$ cat config.mk
export PLATFORM = sky130hd
export DESIGN_NAME = mswc_top
export DESIGN_NICKNAME = d
export VERILOG_FILES = /design/src/rtl/mswc_pkg.sv /design/src/rtl/mswc_gate.sv /design/src/rtl/mswc_stale.sv /design/src/rtl/mswc_top.sv
export SDC_FILE = /design/constraint.sdc
export NUM_CORES = 1
export LEC_CHECK = 0
export ABC_AREA = 1
export ABC_CLOCK_PERIOD_IN_PS = 11400
export BUFFER_PORTS_ARGS = -buffer_cell sky130_fd_sc_hd__buf_2
export CAP_MARGIN = 20
export CORE_UTILIZATION = 40
export DETAILED_ROUTE_END_ITERATION = 8
export MAX_ROUTING_LAYER = met4
export SYNTH_ARGS = -nofsm -noshare
export SYNTH_HDL_FRONTEND = slang
export SYNTH_SLANG_ARGS = --single-unit
export TNS_END_PERCENT = 100
$ cat constraint.sdc
create_clock -name clk -period 11.4 [get_ports clk]
set_input_delay 2.28 -clock clk [delete_from_list [all_inputs] [get_ports clk]]
set_output_delay 2.28 -clock clk [all_outputs]
set_load 0.005 [all_outputs]
$ cat src/rtl/mswc_pkg.sv
package mswc_pkg;
   function automatic int unsigned cnt_bits(input int unsigned limit);
      return $clog2(limit + 2);
   endfunction
endpackage

$ cat src/rtl/mswc_gate.sv
module mswc_gate #(
   parameter int unsigned WIDTH       = 64,
   parameter int unsigned NUM_STREAMS = 3
) (
   input  logic [WIDTH-1:0]             target,
   input  logic [NUM_STREAMS-1:0]       active,
   input  logic [NUM_STREAMS*WIDTH-1:0] pos,
   output logic                         all_passed,
   output logic [WIDTH-1:0]             max_val
);
   logic [WIDTH-1:0]       chain [NUM_STREAMS+1];
   logic [NUM_STREAMS-1:0] passed;

   assign chain[0] = target;

   generate
      for (genvar i = 0; i < NUM_STREAMS; i++) begin : g_strm
         logic [WIDTH-1:0] p;
         assign p         = pos[i*WIDTH +: WIDTH];
         assign passed[i] = !active[i] || (p >= target);
         assign chain[i+1] = (active[i] && (p > chain[i])) ? p : chain[i];
      end
   endgenerate

   assign all_passed = &passed;
   assign max_val    = chain[NUM_STREAMS];

   always_comb begin
      a_max_not_below_target_r3 : assert (max_val >= target);
   end
endmodule

$ cat src/rtl/mswc_stale.sv
module mswc_stale #(
   parameter int unsigned STALE_LIMIT = 3
) (
   input  logic clk,
   input  logic rst_n,
   input  logic stale_evt,
   input  logic change_evt,
   output logic warn
);
   localparam int unsigned CW  = mswc_pkg::cnt_bits(STALE_LIMIT);
   localparam int unsigned SAT = STALE_LIMIT + 1;

   logic [CW-1:0] cnt;

   always_ff @(posedge clk) begin
      if (!rst_n)                   cnt <= '0;
      else if (change_evt)          cnt <= '0;
      else if (stale_evt && (cnt != CW'(SAT))) cnt <= cnt + 1'b1;
   end

   assign warn = (cnt > CW'(STALE_LIMIT));

   p_warn_needs_stale_r8 : assert property (@(posedge clk) disable iff (!rst_n)
      $rose(warn) |-> $past(stale_evt));
   p_change_clears_r8 : assert property (@(posedge clk) disable iff (!rst_n)
      change_evt |=> !warn);
endmodule

$ cat src/rtl/mswc_top.sv
module mswc_top #(
   parameter int unsigned WIDTH       = 64,
   parameter int unsigned NUM_STREAMS = 3,
   parameter int unsigned STALE_LIMIT = 3
) (
   input  logic                         clk,
   input  logic                         rst_n,
   input  logic                         req_valid,
   input  logic                         req_force,
   input  logic [WIDTH-1:0]             req_target,
   input  logic [NUM_STREAMS-1:0]       strm_active,
   input  logic [NUM_STREAMS*WIDTH-1:0] strm_pos,
   output logic [WIDTH-1:0]             wall_value,
   output logic                         ack_valid,
   output logic                         ack_exact,
   output logic                         stale_warn
);
   generate
      if (WIDTH < 2)       begin : g_bad_width  $error("WIDTH must be at least 2"); end
      if (NUM_STREAMS < 1) begin : g_bad_streams $error("NUM_STREAMS must be at least 1"); end
      if (STALE_LIMIT < 1) begin : g_bad_limit  $error("STALE_LIMIT must be at least 1"); end
   endgenerate

   logic             all_passed;
   logic [WIDTH-1:0] max_val;
   logic             accept_nf;
   logic             do_write;
   logic [WIDTH-1:0] nxt_val;
   logic [WIDTH-1:0] after_val;
   logic             stale_evt;
   logic             change_evt;

   mswc_gate #(.WIDTH(WIDTH), .NUM_STREAMS(NUM_STREAMS)) u_gate (
      .target     (req_target),
      .active     (strm_active),
      .pos        (strm_pos),
      .all_passed (all_passed),
      .max_val    (max_val)
   );

   assign accept_nf  = req_valid && !req_force && all_passed && (max_val >= wall_value);
   assign do_write   = (req_valid && req_force) || accept_nf;
   assign nxt_val    = req_force ? req_target : max_val;
   assign after_val  = do_write ? nxt_val : wall_value;
   assign stale_evt  = accept_nf && (max_val == wall_value);
   assign change_evt = do_write && (nxt_val != wall_value);

   always_ff @(posedge clk) begin
      if (!rst_n) begin
         wall_value <= '0;
         ack_valid  <= 1'b0;
         ack_exact  <= 1'b0;
      end else begin
         if (do_write) wall_value <= nxt_val;
         ack_valid <= req_valid;
         ack_exact <= req_valid && (after_val == req_target);
      end
   end

   mswc_stale #(.STALE_LIMIT(STALE_LIMIT)) u_stale (
      .clk        (clk),
      .rst_n      (rst_n),
      .stale_evt  (stale_evt),
      .change_evt (change_evt),
      .warn       (stale_warn)
   );

   p_gate_holds_r2 : assert property (@(posedge clk) disable iff (!rst_n)
      (req_valid && !req_force && !all_passed) |=> $stable(wall_value));
   p_force_exact_r5 : assert property (@(posedge clk) disable iff (!rst_n)
      (req_valid && req_force) |=> (wall_value == $past(req_target)));
   p_no_backstep_r6 : assert property (@(posedge clk) disable iff (!rst_n)
      (req_valid && !req_force) |=> (wall_value >= $past(wall_value)));
   p_ack_follows_req_r7 : assert property (@(posedge clk) disable iff (!rst_n)
      req_valid |=> ack_valid);
   p_ack_only_after_req_r7 : assert property (@(posedge clk) disable iff (!rst_n)
      !req_valid |=> !ack_valid);
   p_ack_meaning_r7 : assert property (@(posedge clk) disable iff (!rst_n)
      req_valid |=> (ack_exact == (wall_value == $past(req_target))));
   p_idle_stable_r9 : assert property (@(posedge clk) disable iff (!rst_n)
      !req_valid |=> $stable(wall_value));
endmodule

==> out/qor.yml <==
reg2reg_to: "ack_exact"
multi_input_area_um2: 17400
h-tree-depth: 3
drc: 0
critPathSlowestCell: "nor4b_4"
synthMuxAreaShare: 0
insertion_delay_ns: 0.39
power.density_nw_per_um2: 90.52
async_reset_ff_frac: 0
tightest_slew_ns: 0.8515
drt_iter0_markers: 1857
dominantRegCellSynth: "dfxtp_1"
die_area_um2: 45640
wire_per_inst_um: 19.49
clkPwrFrac: 0.113
path_class: "in -> reg"
num_antenna_cells: 0
tns_ns: -1.322
setup_slack_ns: -0.7047
syn2layout_area_growth_pct: 61.70
setup_viol: 12
placedCellCount: 4439
grt_max_degree: 59
hold_viol: 0
wl_um: 88900
clk_pin_slew_ns: 0.07
place_area_um2: 24650
synth.area.top_cells: "ha_1, nand2_1, nand3_1, dfxtp_1, a21oi_1"
ant_nets: 0
power_switching_mw: 1.266
ctsHoldBuffers: 0
rsz0062_at_grt: "true"
violations: "setup timing"
crit_family: "simple AND/OR/NAND/NOR gates"
yosys.area_share.simple: 0.4408
fp.coreArea_um2: 44220
p_seq_frac: 0.112
layout_min_cycle_time_ns: 12.10
grt_pass1_wl_um: 125700
final_cell_area_um2: 28970
leakage_nw: 15.36
hp-class: "reg -> reg"
cts_tree: "done"
yosys_warnings: 0
numCtsBuffers: 9
clock.fmax_ghz: 0.08261
grt-ovfl-total: 0
grt_usage: 0.3729
slew_violations: 0
switching_share: 0.4828
grt_pass1_vias: 23018
crit_fanout: 8
synth_top_family_by_area: "simple AND/OR/NAND/NOR gates"
ys_seq_area_frac: 0.07711
synth_compound_area_frac: 0.1225
drv_cap: 0
synth-edff-count: 0
cp-end-kind: "flop"
final_layout_size_suffix_gt1_frac: 0.3886
start_util: 0.4051
synth_xor_area_frac: 0.007822
place_ws_ns: -2.560
syn_area_per_cell_um2: 5.988
reg2regPathDepth: 29
hpwl_um: 69680
clkSinkCount: 69
yosysTopAreaCellShare: 0.2689
r2r-start: "wall_value[62]"
num_rows: 77
fp.dieW_um: 213.6
antenna_found_initial: 0
fin_cells: 4560
critPathLaunchType: "input port"
cts-root-buf: "clkbuf_16"
synthCells: 2992
synth_fa_ha_area_frac: 0.2689
ff_latch_area_um2: 1381
routed_via_density: 5.508
cts_buffer_depth: 2
synth_area_um2: 17910
max_slew_margin: 0.4317
hold_end: "u_stale.cnt[2]"
ff2ff_setup_slack_ns: 7.01
finClkSkew_ns: 0.008863
min-delay-start: "u_stale.cnt[2]"
ys_ff_latch: 69
required_ns: 11.73
nFillCells: 3971
layout.nets: 4613
netlist-cell-type-count: 42
crit_buf_inv: 27
drtPass1Iterations: 6
via_count: 25118
gp_congestion: 0.9883
die_h_um: 213.6
p_comb_frac: 0.775
total_power_mw: 2.622
peakVddDrop_uv: 69.84
io_pins: 330
yosys.area.top_type: "ha_1"
finalCritPeriodShare: 1.062
numPortBuffers: 329
status: "finished, violations left"
arrival_ns: 12.44
max_stage_delay_ns: 0.33
synth_nets: 3640
whs_path_depth: 2
p_int_mw: 1.356
[logic make-up after synthesis]
logic type               after synthesis
buffers and inverters                361
adder cells (fa/ha/maj)              385
flip-flops                            69
AND/OR/NAND/NOR                     1773
AO/OA/AOI/OAI                        388
XOR/XNOR                              16
[stage by stage]
step | utilization | hold WS (ns)
floorplan | - | 0.4914
detailed placement | 0.5575 | 0.5267
global route | 0.6551 | 0.5654
finish | 0.6551 | 0.5402
CTS | 0.5907 | 0.5433
global placement | 0.5575 | 0.5131
[layout by cell type, fill, tap and decap left out, drive strengths merged]
| cell | instances |
|---|---|
| o211ai | 6 |
| nor4b | 4 |
| a31oi | 3 |
| nand2 | 1024 |
| a221oi | 3 |
| o21bai | 7 |
| clkbuf | 20 |
| and2 | 7 |
| clkinv | 3 |
| a41oi | 2 |
| nor4 | 12 |
| a21o | 1 |
| ha | 385 |
| inv | 264 |
| nor2 | 163 |
| buf | 1049 |
| nor3 | 30 |
| o221a | 4 |
| o2111ai | 6 |
| dfxtp | 69 |
| a21oi | 206 |
| nand4 | 53 |
| clkinvlp | 1 |
| xor2 | 16 |
| or2 | 22 |
| o221ai | 12 |
| o21ai | 97 |
| o21a | 10 |
| a211oi | 29 |
| nand3 | 429 |
| a21boi | 1 |
| o31ai | 1 |
| nand3b | 29 |
[cell type report]
cell class	count	area share
multi-input combinational	2562	0.6007
inverter	267	0.03537
clock buffer	13	0.008984
sequential	69	0.04768
tap	592	0.02557
timing repair buffer	1056	0.2814
clock inverter	1	0.0002592
[worst max path at each step]
stage | startpoint | end | slack, ns | depth (start not counted)
6_report | req_target[15] | ack_exact | -0.70 | 76
5_1_grt | req_target[47] | ack_exact | -1.06 | 69
3_3_place_gp | req_target[31] | ack_exact | -2.36 | 66
2_1_floorplan | req_target[63] | ack_exact | 0.12 | 61
3_5_place_dp | req_target[31] | ack_exact | -2.56 | 66
4_1_cts | req_target[29] | ack_exact | -0.50 | 70
[cells in the mapped netlist, drive strengths merged, types with 3 or more instances]
cell and count:
a211oi 29, a21oi 206, a221oi 3, a31oi 3
and2 7, buf 44, clkbuf 50, dfxtp 69
ha 385, inv 266, nand2 1024, nand3 429
nand3b 29, nand4 53, nor2 163, nor3 30
nor4 12, nor4b 4, o2111ai 6, o211ai 6
o21a 10, o21ai 97, o21bai 7, o221a 4
o221ai 12, or2 22, xor2 16
[registers in the layout (all words and copies together) (netlist names)]
register / cells
ack_exact: 1
ack_valid: 1
u_stale.cnt: 3
wall_value: 64
[layer usage]
| layer | up-vias | track usage | part of all wire |
|---|---|---|---|
| met1 | 11781 | 0.4640 | 0.43 |
| met2 | 960 | 0.6066 | 0.46 |
| li1 | 12171 | - | - |
| met4 | 0 | 0.1574 | 0.045 |
| met3 | 206 | 0.04555 | 0.067 |
| met5 | - | - | 0 |
[tightest hold or removal path: cells and delay by family, from the launching register on]
| family | cells | cell delay, ns |
|---|---|---|
| flip-flops | 1 | 0.37 |
| AND/OR/NAND/NOR | 1 | 0.07 |
| AO/OA/AOI/OAI | 1 | 0.07 |
[power by group through the flow]
| stage | clock network, mW | logic, mW | registers [mW] |
|---|---|---|---|
| CTS | 0.298 | 1.75 | 0.291 |
| finish | 0.296 | 2.03 | 0.294 |
| detailed placement | 0 | 1.64 | 0.296 |
| global placement | 0 | 1.60 | 0.295 |
| global route | 0.304 | 2.22 | 0.296 |
| floorplan | 0 | 0.877 | 0.289 |
[what timing repair did]
action	in CTS	in global routing
pin swaps	49	110
cloned	8	7
setup buffers	39	61
setup endpoints to repair	68	68
gates resized for setup	149	500
Power figures use the tool's default switching activity.
